===== src/rtl/sbb_pkg.sv =====
package sbb_pkg;
  localparam logic [7:0] OP_REG_RD = 8'h06;
  localparam logic [7:0] OP_CFG_RD = 8'h04;
  localparam logic [1:0] RSP_TIMEOUT  = 2'd2;
  localparam logic [1:0] RSP_BADROUTE = 2'd3;

  typedef enum logic [1:0] {ST_IDLE, ST_REQ, ST_WAIT} eng_state_e;

  function automatic logic op_is_read(input logic [7:0] op);
    return (op == OP_REG_RD) || (op == OP_CFG_RD);
  endfunction
endpackage


===== src/rtl/sbb_regs.sv =====
module sbb_regs #(
  parameter int DW  = 32,
  parameter int HAW = 4
) (
  input  logic            clk,
  input  logic            rst_n,
  input  logic            host_we,
  input  logic [HAW-1:0]  host_addr,
  input  logic [DW/8-1:0] host_be,
  input  logic [DW-1:0]   host_wdata,
  output logic [DW-1:0]   host_rdata,
  input  logic            done,
  input  logic [1:0]      done_resp,
  input  logic            done_load,
  input  logic [DW-1:0]   done_data,
  output logic [DW-1:0]   index_q,
  output logic [DW-1:0]   data_q,
  output logic [7:0]      opcode_q,
  output logic [15:0]     route_q,
  output logic            busy_q,
  output logic            start
);
  localparam int NB = DW / 8;
  localparam logic [HAW-1:0] A_INDEX = HAW'(0);
  localparam logic [HAW-1:0] A_DATA  = HAW'(4);
  localparam logic [HAW-1:0] A_CTRL  = HAW'(8);

  logic [1:0]    resp_q, resp_d;
  logic [DW-1:0] index_d, data_d, data_wr;
  logic [7:0]    opcode_d;
  logic [15:0]   route_d;
  logic          busy_d;
  logic          wr_idx, wr_dat, wr_ctl;

  // Host writes are accepted only while idle
  assign wr_idx = host_we && !busy_q && (host_addr == A_INDEX);
  assign wr_dat = host_we && !busy_q && (host_addr == A_DATA);
  assign wr_ctl = host_we && !busy_q && (host_addr == A_CTRL);
  assign start  = wr_ctl && host_be[0] && host_wdata[0];

  // Byte-lane merge for the two full-width registers
  for (genvar b = 0; b < NB; b++) begin : g_lane
    assign index_d[8*b +: 8] = (wr_idx && host_be[b]) ? host_wdata[8*b +: 8] : index_q[8*b +: 8];
    assign data_wr[8*b +: 8] = (wr_dat && host_be[b]) ? host_wdata[8*b +: 8] : data_q[8*b +: 8];
  end

  always_comb begin
    data_d        = (done && done_load) ? done_data : data_wr;
    opcode_d      = (wr_ctl && host_be[1]) ? host_wdata[15:8]  : opcode_q;
    route_d[7:0]  = (wr_ctl && host_be[2]) ? host_wdata[23:16] : route_q[7:0];
    route_d[15:8] = (wr_ctl && host_be[3]) ? host_wdata[31:24] : route_q[15:8];
    busy_d        = start || (busy_q && !done);
    resp_d        = done ? done_resp : resp_q;
  end

  always_ff @(posedge clk or negedge rst_n) begin
    if (!rst_n) begin
      index_q  <= '0;
      data_q   <= '0;
      opcode_q <= '0;
      route_q  <= '0;
      busy_q   <= 1'b0;
      resp_q   <= '0;
    end else begin
      if (wr_idx) index_q <= index_d;
      if (wr_dat || done) data_q <= data_d;
      if (wr_ctl) begin
        opcode_q <= opcode_d;
        route_q  <= route_d;
      end
      busy_q <= busy_d;
      if (done) resp_q <= resp_d;
    end
  end

  always_comb begin
    case (host_addr)
      A_INDEX: host_rdata = index_q;
      A_DATA:  host_rdata = data_q;
      A_CTRL:  host_rdata = DW'({route_q, opcode_q, 5'b0, resp_q, busy_q});
      default: host_rdata = '0;
    endcase
  end

  // completion code moves only with the falling busy bit
  p_resp_hold_r7: assert property (@(posedge clk) disable iff (!rst_n)
    !$fell(busy_q) |-> $stable(resp_q));

  // locked fields survive host writes issued while busy
  p_locked_r10: assert property (@(posedge clk) disable iff (!rst_n)
    (busy_q && host_we) |=> ($stable(index_q) && $stable(opcode_q) && $stable(route_q)));
endmodule


===== src/rtl/sbb_timer.sv =====
module sbb_timer #(
  parameter int LIMIT = 1024
) (
  input  logic clk,
  input  logic rst_n,
  input  logic run,
  output logic expired
);
  localparam int CW = (LIMIT > 1) ? $clog2(LIMIT) : 1;
  localparam logic [CW-1:0] LAST = CW'(LIMIT - 1);

  logic [CW-1:0] cnt_q, cnt_d;

  always_comb begin
    cnt_d   = run ? cnt_q + 1'b1 : '0;
    expired = run && (cnt_q == LAST);
  end

  always_ff @(posedge clk or negedge rst_n) begin
    if (!rst_n) cnt_q <= '0;
    else        cnt_q <= cnt_d;
  end

  // an expiry always closes the transaction on the next edge
  p_expire_ends_r9: assert property (@(posedge clk) disable iff (!rst_n)
    expired |=> !run);
endmodule


===== src/rtl/sbb_engine.sv =====
module sbb_engine import sbb_pkg::*; #(
  parameter int         DW  = 32,
  parameter logic [3:0] KEY = 4'hF
) (
  input  logic          clk,
  input  logic          rst_n,
  input  logic          start,
  input  logic [DW-1:0] index_q,
  input  logic [DW-1:0] data_q,
  input  logic [7:0]    opcode_q,
  input  logic [3:0]    route_key,
  input  logic [7:0]    route_id,
  input  logic          expired,
  output logic          bk_req_valid,
  input  logic          bk_req_ready,
  output logic [DW-1:0] bk_req_addr,
  output logic [7:0]    bk_req_op,
  output logic [7:0]    bk_req_route,
  output logic [DW-1:0] bk_req_wdata,
  input  logic          bk_rsp_valid,
  input  logic [DW-1:0] bk_rsp_data,
  input  logic [1:0]    bk_rsp_status,
  output logic          run,
  output logic          done,
  output logic [1:0]    done_resp,
  output logic          done_load,
  output logic [DW-1:0] done_data
);
  eng_state_e state_q, state_d;
  logic       key_ok;

  assign key_ok       = (route_key == KEY);
  assign run          = (state_q != ST_IDLE);
  assign bk_req_valid = (state_q == ST_REQ) && key_ok && !expired;
  assign bk_req_addr  = index_q;
  assign bk_req_op    = opcode_q;
  assign bk_req_route = route_id;
  assign bk_req_wdata = data_q;
  assign done_data    = bk_rsp_data;

  always_comb begin
    state_d   = state_q;
    done      = 1'b0;
    done_resp = '0;
    done_load = 1'b0;
    case (state_q)
      ST_IDLE: if (start) state_d = ST_REQ;
      ST_REQ: begin
        if (!key_ok) begin
          done      = 1'b1;
          done_resp = RSP_BADROUTE;
          state_d   = ST_IDLE;
        end else if (expired) begin
          done      = 1'b1;
          done_resp = RSP_TIMEOUT;
          state_d   = ST_IDLE;
        end else if (bk_req_ready) begin
          state_d = ST_WAIT;
        end
      end
      ST_WAIT: begin
        if (bk_rsp_valid) begin
          done      = 1'b1;
          done_resp = bk_rsp_status;
          done_load = op_is_read(opcode_q);
          state_d   = ST_IDLE;
        end else if (expired) begin
          done      = 1'b1;
          done_resp = RSP_TIMEOUT;
          state_d   = ST_IDLE;
        end
      end
      default: state_d = ST_IDLE;
    endcase
  end

  always_ff @(posedge clk or negedge rst_n) begin
    if (!rst_n) state_q <= ST_IDLE;
    else        state_q <= state_d;
  end

  // nothing reaches the backend with a wrong routing key
  p_key_gate_r8: assert property (@(posedge clk) disable iff (!rst_n)
    bk_req_valid |-> (route_key == KEY));

  // an offered request holds until accepted or timed out
  p_req_hold_r4: assert property (@(posedge clk) disable iff (!rst_n)
    (bk_req_valid && !bk_req_ready) |=>
      ((bk_req_valid || expired) && $stable(bk_req_addr) && $stable(bk_req_op)
       && $stable(bk_req_route) && $stable(bk_req_wdata)));
endmodule


===== src/rtl/sideband_bridge.sv =====
module sideband_bridge #(
  parameter int         DW        = 32,
  parameter int         HAW       = 4,
  parameter int         TIMEOUT   = 1024,
  parameter logic [3:0] ROUTE_KEY = 4'hF
) (
  input  logic            clk,
  input  logic            rst_n,
  input  logic            host_we,
  input  logic [HAW-1:0]  host_addr,
  input  logic [DW/8-1:0] host_be,
  input  logic [DW-1:0]   host_wdata,
  output logic [DW-1:0]   host_rdata,
  output logic            bk_req_valid,
  input  logic            bk_req_ready,
  output logic [DW-1:0]   bk_req_addr,
  output logic [7:0]      bk_req_op,
  output logic [7:0]      bk_req_route,
  output logic [DW-1:0]   bk_req_wdata,
  input  logic            bk_rsp_valid,
  input  logic [DW-1:0]   bk_rsp_data,
  input  logic [1:0]      bk_rsp_status
);
  logic [1:0]    rst_pipe;
  logic          rst_n_s;
  logic [DW-1:0] index_q, data_q, done_data;
  logic [7:0]    opcode_q;
  logic [15:0]   route_q;
  logic          busy_q, start, done, done_load, run, expired;
  logic [1:0]    done_resp;

  always_ff @(posedge clk or negedge rst_n) begin
    if (!rst_n) rst_pipe <= '0;
    else        rst_pipe <= {rst_pipe[0], 1'b1};
  end
  assign rst_n_s = rst_pipe[1];

  sbb_regs #(.DW(DW), .HAW(HAW)) u_regs (
    .clk(clk), .rst_n(rst_n_s),
    .host_we(host_we), .host_addr(host_addr), .host_be(host_be),
    .host_wdata(host_wdata), .host_rdata(host_rdata),
    .done(done), .done_resp(done_resp), .done_load(done_load), .done_data(done_data),
    .index_q(index_q), .data_q(data_q), .opcode_q(opcode_q), .route_q(route_q),
    .busy_q(busy_q), .start(start)
  );

  sbb_engine #(.DW(DW), .KEY(ROUTE_KEY)) u_engine (
    .clk(clk), .rst_n(rst_n_s), .start(start),
    .index_q(index_q), .data_q(data_q), .opcode_q(opcode_q),
    .route_key(route_q[15:12]), .route_id(route_q[7:0]), .expired(expired),
    .bk_req_valid(bk_req_valid), .bk_req_ready(bk_req_ready),
    .bk_req_addr(bk_req_addr), .bk_req_op(bk_req_op),
    .bk_req_route(bk_req_route), .bk_req_wdata(bk_req_wdata),
    .bk_rsp_valid(bk_rsp_valid), .bk_rsp_data(bk_rsp_data), .bk_rsp_status(bk_rsp_status),
    .run(run), .done(done), .done_resp(done_resp), .done_load(done_load), .done_data(done_data)
  );

  sbb_timer #(.LIMIT(TIMEOUT)) u_timer (
    .clk(clk), .rst_n(rst_n_s), .run(run), .expired(expired)
  );

  // busy is raised only together with the engine leaving idle
  p_busy_tracks_run_r3: assert property (@(posedge clk) disable iff (!rst_n_s)
    $rose(busy_q) |-> run);
endmodule


===== config.mk =====
export PLATFORM = sky130hd
export DESIGN_NAME = sideband_bridge
export DESIGN_NICKNAME = d
export VERILOG_FILES = /design/src/rtl/sbb_pkg.sv /design/src/rtl/sbb_regs.sv /design/src/rtl/sbb_timer.sv /design/src/rtl/sbb_engine.sv /design/src/rtl/sideband_bridge.sv
export SDC_FILE = /design/constraint.sdc
export NUM_CORES = 1
export LEC_CHECK = 0
export ABC_AREA = 1
export BUFFER_PORTS_ARGS = -buffer_cell sky130_fd_sc_hd__buf_2
export CORE_UTILIZATION = 45
export CTS_CLUSTER_DIAMETER = 60
export CTS_CLUSTER_SIZE = 10
export DETAILED_ROUTE_END_ITERATION = 16
export PLACE_DENSITY = 0.71
export SLEW_MARGIN = 15
export SYNTH_ARGS = -nofsm -noshare
export SYNTH_HDL_FRONTEND = slang
export SYNTH_HIERARCHICAL = 1
export SYNTH_SLANG_ARGS = --single-unit

===== constraint.sdc =====
create_clock -name clk -period 4.85 [get_ports clk]
set_clock_uncertainty 0.2 [all_clocks]
set_input_delay 0.7275 -clock clk [delete_from_list [all_inputs] [get_ports clk]]
set_output_delay 0.7275 -clock clk [all_outputs]
set_load 0.01 [all_outputs]

==> results.md <==
- Routed vias: 5146
- Final worst slack: 1.381 ns
- Core ar.: 0.01404 mm^2
- Crit-path most repeated cell: nand2_1
- Static Leakage: 0.003871 uW
- GRT Overall Usage: 20.78%
- Sum Neg Setup Slack: 0 ns
- Largest net degree at the start of global routing: 100
- Tightest Pin Transition: 1.050 ns
- Endpoints failing setup: 0
- CP Launch Type: flip-flop
- Synth top area share: 40.11%
- Vias in the first global route: 4610
- Pwr dens: 364.1 mW/mm^2
- Final Hold Vio Count: 0
- Post-synth EDFFs: 0
- RSZ-0062 raised after global routing: false
- Routed Antenna Nets: 0
- R2r endpoint: u_regs/data_q[30]
- Total power: 2548 uW
- Fillers: 1416
- HPWL after detailed placement: 10320 um
- Area grow syn2layout: 6.839%
- CP startpoint: u_engine/state_q[0]
- Yosys warning count: 6
- Reg2reg start: u_engine/state_q[0]
- Overall die height: 122.6 um
- Root buffer cell: clkbuf_16
- Deepest clock path buffer count: 2
- CP max stage delay: 0.66 ns
- Aggregate routed wire length: 14760 um
- Pins over their slew limit: 0
- Initial drt markers: 262
- Initial antenna violation count: 0
- Die X: 122.6 um
- DIE AREA: 0.01504 mm^2
- Run status: finished clean
- First-pass GRT wire length: 23950 um
- GR Overflow Total: 0
- Leading area contributor after synthesis: dfrtp_1
- Placement Setup Slack: 1.409 ns
- Peak supply drop: 180.0 uV
- Post-Syn Area: 0.006550 mm^2
- Reg2Reg Depth: 14
- Final instance area: 0.006998 mm^2
- Synthesized Nets: 877
- Share of cells above drive strength 1: 36.23%
- Starting Density: 46.65%
- Final #Nets: 943
- H-tree depth: 3
- Row count: 43
- Min Tclk post-route: 3.469 ns
- Most used DFF post-synth: dfrtp_1
- Kind of critical path: flip-flop to flip-flop
- Drt drc: 0
- Distinct cells, synth: 33
- CTS buffer count: 9
- Ant. Diodes: 0
- Finished Core Util: 49.84%
- Mapped Cells: 793
- Period Utilization, post-route: 71.52%
- CP max FO: 99
- Mapped Avg Cell Area: 8.260 um^2
- Slowest-stage cell, CP: nand2_4
- WP depth: 14
- Max Cap Violations: 0
- Buffers on Ports: 191
- GPL Wtd Cong: 0.7706
- FF/Latch Area: 0.002631 mm^2
- Most instantiated cells after synthesis: 222 x nand2_1, 114 x buf_4, 105 x dfrtp_1
- Req. time, crit path: 4.90 ns
- Hold crit path type: flip-flop to flip-flop
- Top Family by Delay on Critical Path: simple AND/OR/NAND/NOR gates
- Worst path bufs/invs: 3
- CP endpoint kind: flip-flop
- Slew headroom: 29.99%
- # IOs: 192
- Setup crit end: u_regs/data_q[30]
- TritonCTS clock tree: built
- Multi-input gate area: 0.002694 mm^2
- Crit-path cells: inv_1, ha_1, inv_1, nand2_1, nor2_1, inv_1, nand2_2, nand2_1, a21oi_1, nand2_4, nor2_1, a21oi_1, nand2_1, nand2_1
- CTS sink cnt: 105
- Most frequent cell after synthesis: nand2_1
- Post-CTS Setup Bufs: 0
- Fmax: 0.2883 GHz
- Initial DRT Pass Iterations: 5
- Clk_lat worst skew: 0.36 ns
- Hold Crit Depth: 0
- Yosys reg bits: 105
- Clock Pin Slew Worst Setup and Hold Paths: 0.08 ns
- R2R Setup Slk: 1.38 ns
- Fraction of registers with async set/reset: 100.0%
- Wire per inst: 14.14 um
- Crit path arrival time: 3.52 ns
- Placed cell areas: 0.006711 mm^2
- Post-synthesis sequential area ratio: 40.11%
- DR vias/cell: 4.929
- Top cells by area, synth: dfrtp_1 40%, buf_4 13%, nand2_1 13%
[logic make-up after synthesis]
group / Yosys count / share of synthesized area, %
other: 1 / 0.05725
and+or+nand+nor: 383 / 27.77
buffers and inverters: 189 / 18.83
muxes: 2 / 0.3438
DFF: 105 / 40.11
adders and majority gates: 5 / 0.9551
AOI/OAI and AO/OA: 108 / 11.92
[per-stage QoR]
| step | hold WS, ns | cells |
|---|---|---|
| after global placement | 0.1360 | 1027 |
| after global routing | 0.1820 | 1044 |
| after CTS | 0.1593 | 1044 |
| after floorplan | 0.1312 | 793 |
| final | 0.1553 | 1044 |
| after detailed placement | 0.1420 | 1027 |
[power breakdown]
group	internal [uW]	leakage, uW	switching (uW)
Combinational	279	0.00237	372
Clock	364	0.000133	333
Sequential	1050	0.00137	153
Total	1690	0.00387	858
[sequential cells by signal, summed over array words and instances (netlist names)]
name	cells
u_engine/state_q	2
u_regs/index_q	32
u_regs/resp_q	2
u_regs/data_q	32
u_regs/busy_q	1
u_timer/cnt_q	10
u_regs/route_q	16
u_regs/opcode_q	8
rst_pipe	2
[area by class of cell]
type / instances / share of cell area (%)
Inverter: 50 / 2.718
Tap cell: 180 / 3.218
Clock inverter: 4 / 0.4291
Clock buffer: 12 / 3.522
Multi-Input combinational cell: 499 / 38.49
Sequential cell: 105 / 37.60
Timing Repair Buffer: 194 / 14.02
[repair_timing]
action,in CTS,in global routing
hold buffers,1,0
gates resized for setup,0,0
hold endpoints to repair,2,0
[routing by layer]
layer,vias to the layer above,wire length [um],global-route usage [%]
met2,165,7060,33.25
met5,-,0,0
li1,2561,-,-
met4,0,267,8.232
met1,2404,6626,27.71
met3,16,809,3.810
[worst min-delay path by stage]
stage,start,end,slack (ns)
floorplan,rst_pipe[0],rst_pipe[1],0.13
global placement,rst_pipe[0],rst_pipe[1],0.14
detailed placement,rst_pipe[0],rst_pipe[1],0.14
CTS,rst_pipe[0],rst_pipe[1],0.16
global route,rst_pipe[0],rst_pipe[1],0.18
finish,rst_pipe[0],rst_pipe[1],0.16
[layout by cell type (no fill, tap or decap), types with 7 or more instances in the layout]
cell type | synthesis | final
clkbuf_16 | 0 | 9
nand3_1 | 68 | 68
inv_1 | 45 | 45
o21ai_2 | 55 | 55
nor2_1 | 48 | 48
nand2_2 | 16 | 15
a21oi_1 | 40 | 40
nand2_4 | 8 | 9
dfrtp_1 | 105 | 104
nand3_4 | 7 | 7
buf_2 | 9 | 191
nand2_1 | 222 | 222
[worst reg2reg max path, delay by kind of cell (launching register included)]
kind,cells,cell delay [ns]
flip-flops,1,0.37
adder cells (fa/ha/maj),1,0.19
AND/OR/NAND/NOR,8,1.66
AO/OA/AOI/OAI,2,0.50
buffers and inverters,3,0.43
No activity file was read; power rests on OpenSTA's default activity.
